`src/rtl/irq_agg_pkg.sv`:
```
// Package: shared constants and layout functions for the interrupt aggregator.
// Assumes: one field per per-queue event class; a secondary register holds at
// most two fields (low and high halves of width NQ).
package irq_agg_pkg;

    localparam int AW         = 4;
    localparam int NUM_DIRECT = 3;
    localparam int NUM_QF     = 8;
    localparam int HOST_W     = 3;
    localparam int NUM_SEC    = 5;
    localparam int PRIM_W     = NUM_DIRECT + NUM_QF + 1;
    localparam int HOST_BIT   = PRIM_W - 1;

    localparam int A_PSTAT  = 0;
    localparam int A_SEC0   = 1;
    localparam int A_PMASK  = 6;
    localparam int A_GEN    = 7;
    localparam int A_PEND   = 8;
    localparam int A_SMASK0 = 9;
    localparam int HOST_SEC = 2;

    // Secondary register index that holds per-queue field k.
    function automatic int qf_reg(input int k);
        case (k)
            0, 1:    return 0;
            2, 3:    return 1;
            4:       return 2;
            5, 6:    return 3;
            default: return 4;
        endcase
    endfunction

    // 1 when field k sits in the upper half of its register.
    function automatic int qf_hi(input int k);
        return (k == 1 || k == 3 || k == 6) ? 1 : 0;
    endfunction

    // Data width: wide enough for the primary register and every secondary.
    function automatic int agg_dw(input int nq);
        int w;
        w = PRIM_W;
        if (2 * nq > w) w = 2 * nq;
        if (nq + HOST_W > w) w = nq + HOST_W;
        return w;
    endfunction

endpackage

```
`src/rtl/irq_field.sv`:
```
// Module: one secondary status field with its own secondary mask.
// Status bits are write-one-to-clear, through the field's register address or
// through a summary clear from the primary register. A new event beats a clear.
// Assumes: wr_slice is already the field's slice of the write data.
module irq_field #(
    parameter int W         = 4,
    parameter int AW        = 4,
    parameter int ST_ADDR   = 1,
    parameter int MASK_ADDR = 9
) (
    input  logic          clk,
    input  logic          rst_n,
    input  logic [W-1:0]  ev,
    input  logic          wr_en,
    input  logic [AW-1:0] wr_addr,
    input  logic [W-1:0]  wr_slice,
    input  logic          sum_clr,
    output logic [W-1:0]  stat_o,
    output logic [W-1:0]  mask_o,
    output logic          any_raw_o,
    output logic          any_msk_o
);

    logic [W-1:0] clr_bits;

    // Collect the bits to clear this cycle from both clear paths.
    always_comb begin
        clr_bits = '0;
        if (wr_en && wr_addr == AW'(ST_ADDR)) clr_bits = wr_slice;
        if (sum_clr) clr_bits = '1;
    end

    // Status update: clear first, then OR in new events so they win.
    always_ff @(posedge clk) begin
        if (!rst_n) stat_o <= '0;
        else        stat_o <= (stat_o & ~clr_bits) | ev;
    end

    // Plain read/write secondary mask.
    always_ff @(posedge clk) begin
        if (!rst_n) mask_o <= '0;
        else if (wr_en && wr_addr == AW'(MASK_ADDR)) mask_o <= wr_slice;
    end

    // Field summaries, raw and qualified by the secondary mask.
    always_comb begin
        any_raw_o = |stat_o;
        any_msk_o = |(stat_o & mask_o);
    end

endmodule

```
`src/rtl/irq_summary.sv`:
```
// Module: builds the primary status view and the pending/interrupt terms.
// Assumes: field summaries arrive ordered as primary bits NUM_DIRECT upward.
module irq_summary #(
    parameter int ND  = 3,
    parameter int NSF = 9,
    localparam int PW = ND + NSF
) (
    input  logic [ND-1:0]  direct_stat,
    input  logic [NSF-1:0] f_raw,
    input  logic [NSF-1:0] f_msk,
    input  logic [PW-1:0]  pmask,
    input  logic           gen_en,
    output logic [PW-1:0]  pstat_o,
    output logic           pend_o,
    output logic           irq_o
);

    logic [PW-1:0] active;

    // Primary view uses raw summaries; activity honours the secondary masks.
    always_comb begin
        pstat_o = {f_raw, direct_stat};
        active  = {f_msk, direct_stat};
        pend_o  = |(active & pmask);
        irq_o   = pend_o & gen_en;
    end

endmodule

```
`src/rtl/irq_aggregator.sv`:
```
// Module: two-level interrupt status aggregator (top).
// Eight per-queue fields plus a host-error field feed nine primary summary
// bits; three direct primary bits are set by their own events. Registers
// are written by a single-cycle strobe and read combinationally.
// Assumes: synchronous active-low reset; event inputs are one-cycle pulses
// or levels, each high cycle re-asserting the bit.
module irq_aggregator
    import irq_agg_pkg::*;
#(
    parameter int  NQ = 4,
    localparam int DW = agg_dw(NQ)
) (
    input  logic          clk,
    input  logic          rst_n,
    input  logic [2:0]    ev_prim,
    input  logic [NQ-1:0] ev_txok,
    input  logic [NQ-1:0] ev_desc,
    input  logic [NQ-1:0] ev_txerr,
    input  logic [NQ-1:0] ev_eol,
    input  logic [NQ-1:0] ev_urun,
    input  logic [NQ-1:0] ev_cbro,
    input  logic [NQ-1:0] ev_cbru,
    input  logic [NQ-1:0] ev_trig,
    input  logic [2:0]    ev_host,
    input  logic          wr_en,
    input  logic [AW-1:0] wr_addr,
    input  logic [DW-1:0] wr_data,
    input  logic [AW-1:0] rd_addr,
    output logic [DW-1:0] rd_data,
    output logic          irq_o
);

    localparam int NSF = NUM_QF + 1;

    logic [NQ-1:0]         qev    [NUM_QF];
    logic [NQ-1:0]         f_stat [NUM_QF];
    logic [NQ-1:0]         f_mask [NUM_QF];
    logic [NSF-1:0]        f_raw;
    logic [NSF-1:0]        f_msk;
    logic [NSF-1:0]        sum_clr;
    logic [HOST_W-1:0]     host_stat;
    logic [HOST_W-1:0]     host_mask;
    logic [NUM_DIRECT-1:0] direct_q;
    logic [PRIM_W-1:0]     pmask_q;
    logic                  gen_q;
    logic [PRIM_W-1:0]     pstat;
    logic                  pend;
    logic                  prim_wr;
    logic [DW-1:0]         sec_view  [NUM_SEC];
    logic [DW-1:0]         smsk_view [NUM_SEC];

    // Gather per-queue events in primary-bit order.
    always_comb begin
        qev[0] = ev_txok;
        qev[1] = ev_desc;
        qev[2] = ev_txerr;
        qev[3] = ev_eol;
        qev[4] = ev_urun;
        qev[5] = ev_cbro;
        qev[6] = ev_cbru;
        qev[7] = ev_trig;
    end

    // Decode a primary write and the summary clears it carries.
    always_comb begin
        prim_wr = wr_en && wr_addr == AW'(A_PSTAT);
        for (int k = 0; k < NSF; k++) sum_clr[k] = prim_wr && wr_data[NUM_DIRECT + k];
    end

    // Per-queue fields.
    for (genvar k = 0; k < NUM_QF; k++) begin : g_qf
        irq_field #(
            .W(NQ), .AW(AW),
            .ST_ADDR(A_SEC0 + qf_reg(k)),
            .MASK_ADDR(A_SMASK0 + qf_reg(k))
        ) u_field (
            .clk(clk), .rst_n(rst_n), .ev(qev[k]),
            .wr_en(wr_en), .wr_addr(wr_addr),
            .wr_slice(wr_data[qf_hi(k) * NQ +: NQ]),
            .sum_clr(sum_clr[k]),
            .stat_o(f_stat[k]), .mask_o(f_mask[k]),
            .any_raw_o(f_raw[k]), .any_msk_o(f_msk[k])
        );
    end

    // Host-error field, upper part of secondary register 2.
    irq_field #(
        .W(HOST_W), .AW(AW),
        .ST_ADDR(A_SEC0 + HOST_SEC),
        .MASK_ADDR(A_SMASK0 + HOST_SEC)
    ) u_host (
        .clk(clk), .rst_n(rst_n), .ev(ev_host),
        .wr_en(wr_en), .wr_addr(wr_addr),
        .wr_slice(wr_data[NQ +: HOST_W]),
        .sum_clr(sum_clr[NUM_QF]),
        .stat_o(host_stat), .mask_o(host_mask),
        .any_raw_o(f_raw[NUM_QF]), .any_msk_o(f_msk[NUM_QF])
    );

    // Direct primary bits: write-one-to-clear, event wins.
    always_ff @(posedge clk) begin
        if (!rst_n) direct_q <= '0;
        else        direct_q <= (direct_q & ~(prim_wr ? wr_data[NUM_DIRECT-1:0] : '0)) | ev_prim;
    end

    // Primary mask register.
    always_ff @(posedge clk) begin
        if (!rst_n) pmask_q <= '0;
        else if (wr_en && wr_addr == AW'(A_PMASK)) pmask_q <= wr_data[PRIM_W-1:0];
    end

    // Global enable register.
    always_ff @(posedge clk) begin
        if (!rst_n) gen_q <= 1'b0;
        else if (wr_en && wr_addr == AW'(A_GEN)) gen_q <= wr_data[0];
    end

    irq_summary #(.ND(NUM_DIRECT), .NSF(NSF)) u_sum (
        .direct_stat(direct_q), .f_raw(f_raw), .f_msk(f_msk),
        .pmask(pmask_q), .gen_en(gen_q),
        .pstat_o(pstat), .pend_o(pend), .irq_o(irq_o)
    );

    // Assemble secondary status and mask views from their fields.
    always_comb begin
        for (int r = 0; r < NUM_SEC; r++) begin
            sec_view[r]  = '0;
            smsk_view[r] = '0;
        end
        for (int k = 0; k < NUM_QF; k++) begin
            sec_view[qf_reg(k)][qf_hi(k) * NQ +: NQ]  = f_stat[k];
            smsk_view[qf_reg(k)][qf_hi(k) * NQ +: NQ] = f_mask[k];
        end
        sec_view[HOST_SEC][NQ +: HOST_W]  = host_stat;
        smsk_view[HOST_SEC][NQ +: HOST_W] = host_mask;
    end

    // Combinational read multiplexer.
    always_comb begin
        rd_data = '0;
        if (rd_addr == AW'(A_PSTAT))      rd_data = DW'(pstat);
        else if (rd_addr == AW'(A_PMASK)) rd_data = DW'(pmask_q);
        else if (rd_addr == AW'(A_GEN))   rd_data = DW'(gen_q);
        else if (rd_addr == AW'(A_PEND))  rd_data = DW'(pend);
        else begin
            for (int r = 0; r < NUM_SEC; r++) begin
                if (rd_addr == AW'(A_SEC0 + r))   rd_data = sec_view[r];
                if (rd_addr == AW'(A_SMASK0 + r)) rd_data = smsk_view[r];
            end
        end
    end

endmodule

```
`config.mk`:
```
export PLATFORM = sky130hd
export DESIGN_NAME = irq_aggregator
export DESIGN_NICKNAME = d
export VERILOG_FILES = /design/src/rtl/irq_agg_pkg.sv /design/src/rtl/irq_field.sv /design/src/rtl/irq_summary.sv /design/src/rtl/irq_aggregator.sv
export SDC_FILE = /design/constraint.sdc
export NUM_CORES = 1
export LEC_CHECK = 0
export ABC_AREA = 1
export BUFFER_PORTS_ARGS = -buffer_cell sky130_fd_sc_hd__buf_4
export CELL_PAD_IN_SITES_DETAIL_PLACEMENT = 1
export CELL_PAD_IN_SITES_GLOBAL_PLACEMENT = 2
export CORE_ASPECT_RATIO = 1.1
export CORE_MARGIN = 10
export CORE_UTILIZATION = 30
export DETAILED_ROUTE_END_ITERATION = 6
export GPL_TIMING_DRIVEN = 1
export PLACE_DENSITY = 0.8
export SETUP_SLACK_MARGIN = 0.5
export SKIP_CTS_REPAIR_TIMING = 1
export SYNTH_ARGS = -nofsm -noshare
export SYNTH_HDL_FRONTEND = slang
export SYNTH_SLANG_ARGS = --single-unit
```
`constraint.sdc`:
```
create_clock -name clk -period 2.25 [get_ports clk]
set_clock_uncertainty 0.1 [all_clocks]
set_input_delay 0.45 -clock clk [delete_from_list [all_inputs] [get_ports clk]]
set_output_delay 0.45 -clock clk [all_outputs]
set_load 0.05 [all_outputs]
```
==> metrics.md, run 1 <==
| Metric | Value |
|---|---|
| Starting Density | `30.4%` |
| Final instance area | `6680 µm²` |
| Gpl congestion | `0.954` |
| Routed Antenna Nets | `0` |
| Largest net degree at the start of global routing | `50` |
| PwrDens | `630 nW/µm²` |
| Yosys reg bits | `86` |
| Type of the worst min-delay path | `in -> reg` |
| Clk slew on worst S/H paths | `0.06 ns` |
| Setup TNS | `-0.244 ns` |
| Critical-path cell list | `inv_1, nand2_1, o21ai_1, nand2_1, nand2_1, o21bai_2, nand4_1, nand2_1, nand3_2, nand2_2, nand2_4, buf_8` |
| Gr usage total | `19.8%` |
| CP arrival | `1.86 ns` |
| Critical path type | `reg -> out` |
| Post-synth cell types | `30` |
| IO Port Bufs | `73` |
| Endpoints failing hold | `0` |
| Drt pass-1 iters | `5` |
| Post-synthesis mux area share | `0%` |
| Post-layout utilization of the core | `46.6%` |
| Layout cell share with drive strength beyond 1 | `34.9%` |
| Commonest non-fill, non-tap cell in the layout | `nand2_1` |
| Type of origin of the critical path | `flop` |
| Largest family of logic cells by synthesized area | `simple AND/OR/NAND/NOR gates` |
| Post-Syn Area | `4360 µm²` |
| DIE AREA | `19800 µm²` |
| Clk root buf | `clkbuf_16` |
| Initial antenna violation count | `0` |
| Die W | `135 µm` |
| Clk Latency, worst-skew pair | `0.35 ns` |
| Crit path top cell by count | `nand2_1` |
| Vias in the first global route | `5438` |
| Post-Synth XOR/XNOR Area | `0%` |
| RSZ-0062 raised after global routing | `true` |
| Crit path required time | `1.70 ns` |
| Worst Max-Slew Pin Slew | `0.663 ns` |
| Die Y | `146 µm` |
| Flop2flop setup slack | `1.23 ns` |
| Fin worst setup slack | `-0.165 ns` |
| Average wire per standard cell | `20.2 µm` |
| Total chip power | `4.21 mW` |
| GRT overflow | `0` |
| Residual DRC | `0` |
| Fin. max-slew vios | `0` |
| Max clock buf depth | `2` |
| Slowest CP cell | `dfxtp_1` |
| Synthesized net count | `741` |
| Yosys warnings | `0` |
| Tmin final | `2.41 ns` |
| Total CTS buffers | `9` |
| Leak | `3.00 nW` |
| Fmax | `414 MHz` |
| Seq/Total Area, Yosys | `39.5%` |
| # clock sinks | `86` |
| First-pass GRT wire length | `30400 µm` |
| Rel. slew slack | `55.2%` |
| Final setup viols | `4` |
| CTS tree | `yes` |
| Routed wire length | `20300 µm` |
| Worst Setup End Kind | `output pin` |
| Placed Area | `5680 µm²` |
| Inserted Diodes | `0` |
| Failing checks | `setup timing` |
| NumNets Final | `867` |
| Row count | `46` |
| Max Cap Viol | `0` |
| Area grow syn2layout | `53.3%` |
| Boundary Pins | `74` |
| Worst-path fanout max | `3` |
| Synth Area in Simple Gates | `32.2%` |
| Dpl ws | `-0.174 ns` |
| Post-Synthesis Cells | `680` |
| Status | `finished, violations left` |
| Via count | `5145` |
| Compound-Gate Fraction of Synth Area | `19.0%` |
| Mean Syn Cell Area | `6.41 µm²` |
| Final period util | `107%` |
| Worst vdd ir | `0.337 mV` |
| Adder-cell share of the synthesized area | `0%` |
| CORE AREA | `14300 µm²` |
| CP max stage delay | `0.33 ns` |
| Vias per std cell | `5.13` |
| Starting DRT DRC Count | `314` |
| Most frequent cells in the layout | `142 x nand2_1, 115 x buf_4, 68 x a21oi_1, 66 x inv_1, 64 x nor2_1` |
| Fill cells | `1782` |
| Post-DP HPWL | `15300 µm` |
| H-tree depth | `3` |
-- state kept, by name, summed over array words and instances (netlist names) --
name	flops
u_host.mask_o	3
g_qf.u_field.mask_o	32
direct_q	3
pmask_q	12
g_qf.u_field.stat_o	32
gen_q	1
u_host.stat_o	3
-- final cells by class --
cell class | count | area, µm² | area share, %
Tap cell | 192 | 240 | 3.59
Clock buffer | 11 | 253 | 3.78
Multi-Input combinational cell | 491 | 2760 | 41.3
Inverter | 80 | 353 | 5.28
Sequential cell | 86 | 1760 | 26.3
Clock inverter | 5 | 105 | 1.57
Timing Repair Buffer | 138 | 1210 | 18.1
-- cells by family (layout without fill, tap and decap cells) --
family | after synthesis | after routing
compound gates | 157 | 157
flops | 86 | 86
buf+inv | 103 | 234
simple gates | 334 | 334
-- final timing paths --
path / from / to / cells after the start
worst max-delay path: g_qf[4].u_field.mask_o[0] / rd_data[0] / 12
worst min-delay path: ev_urun[2] / g_qf[4].u_field.stat_o[2] / 3
worst max register to register: g_qf[3].u_field.stat_o[2] / g_qf[3].u_field.stat_o[2] / 4
worst min register to register: g_qf[5].u_field.mask_o[0] / g_qf[5].u_field.mask_o[0] / 2
-- Yosys cell counts --
cell type / instances / area share, %
dfxtp_1: 86 / 39
buf_2: 7 / 0.80
clkbuf_1: 11 / 0.95
a41oi_1: 1 / 0.20
clkinv_1: 1 / 0.086
o21bai_1: 1 / 0.17
o21ai_0: 67 / 7.7
nand2_1: 170 / 15
inv_2: 4 / 0.34
nand3_1: 63 / 7.2
or2_0: 1 / 0.14
buf_6: 1 / 0.26
o32ai_1: 2 / 0.40
nand2_2: 1 / 0.14
nor3_1: 4 / 0.46
a31oi_1: 6 / 0.86
o41ai_1: 5 / 1.0
o21ai_1: 4 / 0.46
buf_1: 4 / 0.34
o22ai_1: 1 / 0.14
inv_1: 75 / 6.5
nor4_1: 3 / 0.43
a21oi_1: 69 / 7.9
nor2_2: 6 / 0.86
a21boi_0: 1 / 0.17
or2_1: 1 / 0.14
nor2_1: 72 / 6.2
nand4_1: 10 / 1.4
or2_2: 2 / 0.29
nor2_4: 1 / 0.26
-- metrics by stage --
stage,instances,hold WS (ns)
after floorplan,680,0.337
after global placement,973,0.363
after detailed placement,973,0.368
after CTS,989,0.197
after global routing,1003,0.216
final,1003,0.197
-- routing by layer --
metal / routed length [µm] / up-vias / GRT usage [%]
met5: 0 / - / 0
met4: 622 / 0 / 7.49
met3: 912 / 37 / 4.29
met2: 9790 / 101 / 32.9
met1: 8970 / 2527 / 24.4
li1: - / 2480 / -
-- power breakdown --
group	leakage, nW	total, mW	switching (mW)	internal [mW]
Sequential	0.715	1.66	0.0661	1.59
Combinational	2.12	0.739	0.425	0.314
Clock	0.168	1.81	0.665	1.15
Total	3.00	4.21	1.16	3.05
-- worst max-delay path: cells and delay by family, from the launching register on --
kind                   cells  cell delay, ns
and+or+nand+nor            8            0.74
AOI/OAI and AO/OA          2            0.25
DFF                        1            0.33
buffers and inverters      2            0.20
Power figures use the tool's default switching activity.
==> run 2: changes to the inputs <==
- CORE_ASPECT_RATIO: 1.1 -> not set
==> run 2 against run 1 <==
  * First-iteration DRC count grew 26%
  * Sequential cell count is the same
  * Fmax grew 2.4%
  * Global-route usage shrank 0.37 points
  * Count of clock-buffer cells in the layout shrank 1
  * Clock power shrank 15%
  * The run still ends with setup timing left
  * Sequential share of layout area shrank 0.23 points
  * Worst setup slack gained 0.057 ns
  * Utilization grew 1.1 points
  * Largest cell class unchanged
  * Final cell count shrank 0.50%
  * Die area is essentially flat
  * Final area grew 0.39%
==> metrics.md, run 2 (same netlist as run 1, synthesis figures left out) <==
| Metric | Value |
|---|---|
| Critical path type | `reg -> out` |
| CTS tree | `yes` |
| Average wire per standard cell | `20.1 µm` |
| Worst-path fanout max | `3` |
| Starting DRT DRC Count | `396` |
| Vias in the first global route | `5283` |
| DIE AREA | `19800 µm²` |
| Final setup viols | `4` |
| Final Hold Slack | `0.209 ns` |
| Fin. max-slew vios | `0` |
| Row count | `43` |
| Boundary Pins | `74` |
| CORE AREA | `14000 µm²` |
| Final instance area | `6710 µm²` |
| Flop2flop setup slack | `1.35 ns` |
| Die Y | `141 µm` |
| Status | `finished, violations left` |
| Clk slew on worst S/H paths | `0.06 ns` |
| Worst Hold Depth | `3` |
| Tmin final | `2.36 ns` |
| Critical-path cell list | `nand2_2, nand4_1, nand2_1, nand3_2, nor2_2, nand2_1, nand2_1, nand3_2, nand2_2, nand2_4, buf_8` |
| Die W | `141 µm` |
| Post-DP HPWL | `15300 µm` |
| # clock sinks | `86` |
| First-pass GRT wire length | `30400 µm` |
| Clk root buf | `clkbuf_16` |
| Slowest CP cell | `dfxtp_2` |
| Fmax | `424 MHz` |
| Routed wire length | `20000 µm` |
| H-tree depth | `3` |
| Gpl congestion | `0.889` |
| Routed Antenna Nets | `0` |
| Drt pass-1 iters | `4` |
| Largest net degree at the start of global routing | `50` |
| Starting Density | `31.0%` |
| RSZ-0062 raised after global routing | `true` |
| Total chip power | `3.94 mW` |
| Crit path required time | `1.70 ns` |
| Final period util | `105%` |
| Type of origin of the critical path | `flop` |
| Via count | `5141` |
| Most frequent cells in the layout | `132 x nand2_1, 112 x buf_4, 65 x inv_1, 65 x a21oi_1` |
| Rel. slew slack | `62.0%` |
| Gr usage total | `19.4%` |
| Type of the worst min-delay path | `in -> reg` |
| Total CTS buffers | `9` |
| Inserted Diodes | `0` |
| CP max stage delay | `0.34 ns` |
| Fin worst setup slack | `-0.108 ns` |
| Reg-to-Reg Start | `g_qf[3].u_field.stat_o[1]` |
| Layout cell share with drive strength beyond 1 | `36.8%` |
| GRT overflow | `0` |
| Crit path buf inv count | `1` |
| Setup TNS | `-0.159 ns` |
| Area grow syn2layout | `53.9%` |
| Initial antenna violation count | `0` |
| Leak | `3.07 nW` |
| Crit path top cell by count | `nand2_1` |
| End of the worst hold path | `g_qf[4].u_field.stat_o[2]` |
| Max Cap Viol | `0` |
| Failing checks | `setup timing` |
| Residual DRC | `0` |
| Worst vdd ir | `0.372 mV` |
| Post-layout utilization of the core | `47.8%` |
| Critical path launch point | `g_qf[3].u_field.mask_o[1]` |
| PwrDens | `587 nW/µm²` |
| Vias per std cell | `5.15` |
| NumNets Final | `875` |
| Min-delay src | `ev_urun[2]` |
| CP arrival | `1.81 ns` |
| Max clock buf depth | `2` |
| Top delay family on crit path | `simple AND/OR/NAND/NOR gates` |
| Placed Area | `5730 µm²` |
| Worst Setup End Kind | `output pin` |
| R2R depth | `3` |
| Largest regs | `g_qf.u_field.mask_o: 32 flops, g_qf.u_field.stat_o: 32 flops, pmask_q: 12 flops` |
| Endpoints failing hold | `0` |
| IO Port Bufs | `73` |
| Clk Latency, worst-skew pair | `0.35 ns` |
| Commonest non-fill, non-tap cell in the layout | `nand2_1` |
| Worst r2r dst | `g_qf[3].u_field.stat_o[1]` |
| Worst Max-Slew Pin Slew | `0.562 ns` |
==> run 2: worst max path at each step <==
stage / to / slack [ns] / cells past startpoint
6_report: rd_data[0] / -0.11 / 11
5_1_grt: rd_data[0] / -0.20 / 11
4_1_cts: rd_data[5] / -0.29 / 9
3_5_place_dp: rd_data[5] / -0.29 / 9
3_3_place_gp: rd_data[4] / -0.29 / 9
2_1_floorplan: rd_data[3] / 0.29 / 10
==> run 2: layout make-up <==
| cell class | count | area, µm² |
|---|---|---|
| Clock buffer | 10 | 239 |
| Clock inverter | 5 | 50.0 |
| Fill cell | 1754 | 7330 |
| Inverter | 80 | 333 |
| Multi-Input combinational cell | 491 | 2810 |
| Sequential cell | 86 | 1750 |
| Tap cell | 180 | 225 |
| Timing Repair Buffer | 146 | 1300 |
==> run 2: metrics by stage <==
step	worst slack, ns	instances
2_1_floorplan	0.285	680
3_3_place_gp	-0.290	971
3_5_place_dp	-0.292	971
4_1_cts	-0.293	986
5_1_grt	-0.196	998
6_report	-0.108	998
==> run 2: per-layer routing <==
metal / GRT usage, % / vias up / routed length, µm
met4: 5.82 / 0 / 281
met3: 3.79 / 21 / 912
met5: 0 / - / 0
li1: - / 2501 / -
met2: 31.4 / 116 / 9600
met1: 25.5 / 2503 / 9230
==> run 2: power breakdown <==
part           switching (mW)  internal (mW)  total, mW
Clock                   0.650          0.878       1.53
Combinational           0.426          0.325      0.751
Sequential             0.0675           1.59       1.66
==> run 2: worst register-to-register path, cell delays in order, from the launching register on <==
cell and delay, ns:
dfxtp_2 0.36, buf_4 0.14, nand3_1 0.07, a21oi_1 0.15
==> run 3: changes to the inputs <==
- ABC_AREA: 1 -> not set
- CORE_ASPECT_RATIO: not set -> 1.25
- PLACE_DENSITY: 0.8 -> 0.73
==> run 3 against run 2 <==
  * The run still ends with setup timing left
  * Routed wire length up 5.3%
  * Sequential share of layout area down 2.9 points
  * Worst setup slack worse by 0.25 ns
  * Register-to-register slack worse by 0.13 ns
  * Via count about the same
  * Sequential power about the same
  * Synthesized cell count down 17%
  * Sequential cell count unchanged
  * Worst hold slack worse by 0.0030 ns
  * Count of clock-buffer cells in the layout up 2
  * First-iteration DRC count down 23%
  * Highest routed layer unchanged
==> metrics.md, run 3 <==
| Metric | Value |
|---|---|
| Status | `finished, violations left` |
| Failing checks | `setup timing` |
| Tmin final | `2.61 ns` |
| Starting Density | `30.3%` |
| Slowest CP cell | `nor4_4` |
| Total CTS buffers | `9` |
| Fin cells | `963` |
| Die W | `132 µm` |
| Top cells by area, synth | `dfxtp_1 37%, nor2b_1 10%, mux2i_1 9.0%, nand2_1 6.2%, a31oi_1 4.7%` |
| Critical-path cell list | `a22o_1, o21ai_1, buf_4, nand4_1, nor4_4, o22ai_4, buf_6` |
| Min-delay src | `ev_cbro[3]` |
| Post-Syn Area | `4700 µm²` |
| Die Y | `160 µm` |
| Worst Hold Depth | `2` |
| Endpoints failing hold | `0` |
| Dpl ws | `-0.287 ns` |
| PwrDens | `523 nW/µm²` |
| Top_reg_cell synth | `dfxtp_1` |
| Most frequent cells in the layout | `166 x buf_4, 74 x nor2b_1, 63 x nand2_1, 61 x dfxtp_1, 40 x mux2i_1` |
| Post-Synthesis Cells | `563` |
| Vias per std cell | `5.33` |
| Placed Area | `6560 µm²` |
| Inserted Diodes | `0` |
| Yosys reg bits | `86` |
| Worst vdd ir | `0.349 mV` |
| Starting DRT DRC Count | `304` |
| Drt pass-1 iters | `4` |
| RSZ-0062 raised after global routing | `true` |
| DIE AREA | `21100 µm²` |
| H-tree depth | `3` |
| Average wire per standard cell | `21.9 µm` |
| Routed wire length | `21100 µm` |
| Fin. max-slew vios | `0` |
| End of the worst hold path | `g_qf[5].u_field.stat_o[3]` |
| Leak | `3.02 nW` |
| Worst Setup End Kind | `output pin` |
| Post-DP HPWL | `15600 µm` |
| Largest regs | `g_qf.u_field.mask_o: 32 flops, g_qf.u_field.stat_o: 32 flops, pmask_q: 12 flops` |
| CORE AREA | `15500 µm²` |
| Final Hold Slack | `0.206 ns` |
| Post-synth cell types | `54` |
| # clock sinks | `86` |
| Final instance area | `7570 µm²` |
| Placed cells | `931` |
| Commonest non-fill, non-tap cell in the layout | `buf_4` |
| Boundary Pins | `74` |
| Clk slew on worst S/H paths | `0.07 ns` |
| Yosys top cell by area | `dfxtp_1` |
| Async set-reset flop share out of synthesis | `0%` |
| Worst r2r dst | `g_qf[5].u_field.stat_o[3]` |
| Clk root buf | `clkbuf_16` |
| Area grow syn2layout | `61.2%` |
| Gpl congestion | `0.856` |
| Rel. slew slack | `50.5%` |
| R2R depth | `4` |
| Synth cell count leaders | `86 x dfxtp_1, 78 x nand2_1, 77 x nor2b_1` |
| Yosys warnings | `0` |
| Vias in the first global route | `5599` |
| CP arrival | `2.06 ns` |
| Critical path type | `reg -> out` |
| Initial antenna violation count | `0` |
| Type of origin of the critical path | `flop` |
| IO Port Bufs | `73` |
| Yosys top cell area share | `36.7%` |
| CTS tree | `yes` |
| Number of enable flip-flop cells after synthesis | `0` |
| Most numerous cell in the Yosys netlist | `dfxtp_1` |
| Type of the worst min-delay path | `in -> reg` |
| CP max stage delay | `0.42 ns` |
| First-pass GRT wire length | `31600 µm` |
| NumNets Final | `807` |
| Max clock buf depth | `2` |
| Max Cap Viol | `0` |
| Worst-path fanout max | `2` |
| Clk Latency, worst-skew pair | `0.35 ns` |
| Mean Syn Cell Area | `8.34 µm²` |
| Routed Antenna Nets | `0` |
| Via count | `5136` |
| Largest net degree at the start of global routing | `87` |
| Fmax | `384 MHz` |
| Crit path required time | `1.70 ns` |
| Flop2flop setup slack | `1.22 ns` |
| Seq/Total Area, Yosys | `36.7%` |
| Gr usage total | `18.8%` |
| Fin worst setup slack | `-0.355 ns` |
| Layout cell share with drive strength beyond 1 | `44.7%` |
| Residual DRC | `0` |
| Final period util | `116%` |
| Synthesized net count | `624` |
| Final setup viols | `9` |
| Row count | `51` |
| GRT overflow | `0` |
| Worst Max-Slew Pin Slew | `0.742 ns` |
| Reg-to-Reg Start | `g_qf[5].u_field.stat_o[3]` |
-- run 3: routing by layer --
| layer | up-vias | part of all wire, % | routed length, µm | track usage [%] |
|---|---|---|---|---|
| li1 | 2411 | - | - | - |
| met3 | 39 | 2.8 | 600 | 2.23 |
| met5 | - | 0 | 0 | 0 |
| met2 | 104 | 53 | 11100 | 34.3 |
| met4 | 0 | 4.2 | 879 | 8.71 |
| met1 | 2582 | 40 | 8480 | 21.1 |
-- run 3: cells by family (layout without fill, tap and decap cells) --
group,after synthesis,in the layout,share of synthesized area [%]
simple gates,215,215,23.8
buf+inv,45,233,4.13
mux,53,53,11.8
compound gates,164,164,23.5
flops,86,86,36.7
-- run 3: metrics by stage --
stage / total power, mW / TNS, ns / utilization, %
2_1_floorplan: 2.06 / -0.147 / -
3_3_place_gp: 2.43 / -1.74 / 42.3
3_5_place_dp: 2.44 / -2.28 / 42.3
4_1_cts: 3.85 / -3.24 / 44.0
5_1_grt: 4.11 / -1.90 / 48.8
6_report: 3.96 / -1.46 / 48.8
-- run 3: cell type report --
| class | instances | area, µm² |
|---|---|---|
| clock buffer | 12 | 246 |
| clock inverter | 4 | 22.5 |
| sequential | 86 | 1760 |
| fill | 1767 | 7940 |
| inverter | 6 | 22.5 |
| tap | 212 | 265 |
| timing repair buffer | 211 | 1900 |
| multi-input combinational | 432 | 3360 |
-- run 3: worst max path at each step --
| stage | to | depth (start not counted) | startpoint |
|---|---|---|---|
| floorplan | rd_data[2] | 6 | rd_addr[3] |
| global placement | rd_data[6] | 5 | rd_addr[1] |
| detailed placement | rd_data[2] | 7 | rd_addr[3] |
| CTS | rd_data[0] | 6 | g_qf[0].u_field.stat_o[2] |
| global route | rd_data[0] | 7 | g_qf[7].u_field.stat_o[1] |
| finish | rd_data[0] | 7 | g_qf[7].u_field.stat_o[2] |
-- run 3: power by group --
part / total [mW] / internal, mW / switching [mW]
logic: 0.924 / 0.457 / 0.467
registers: 1.63 / 1.59 / 0.0456
clock network: 1.41 / 0.774 / 0.631
-- run 3: critical path: cells and delay by family (launching register included) --
| kind | cells | cell delay, ns |
|---|---|---|
| DFF | 1 | 0.32 |
| buffers and inverters | 2 | 0.31 |
| AOI/OAI and AO/OA | 3 | 0.46 |
| and+or+nand+nor | 2 | 0.62 |
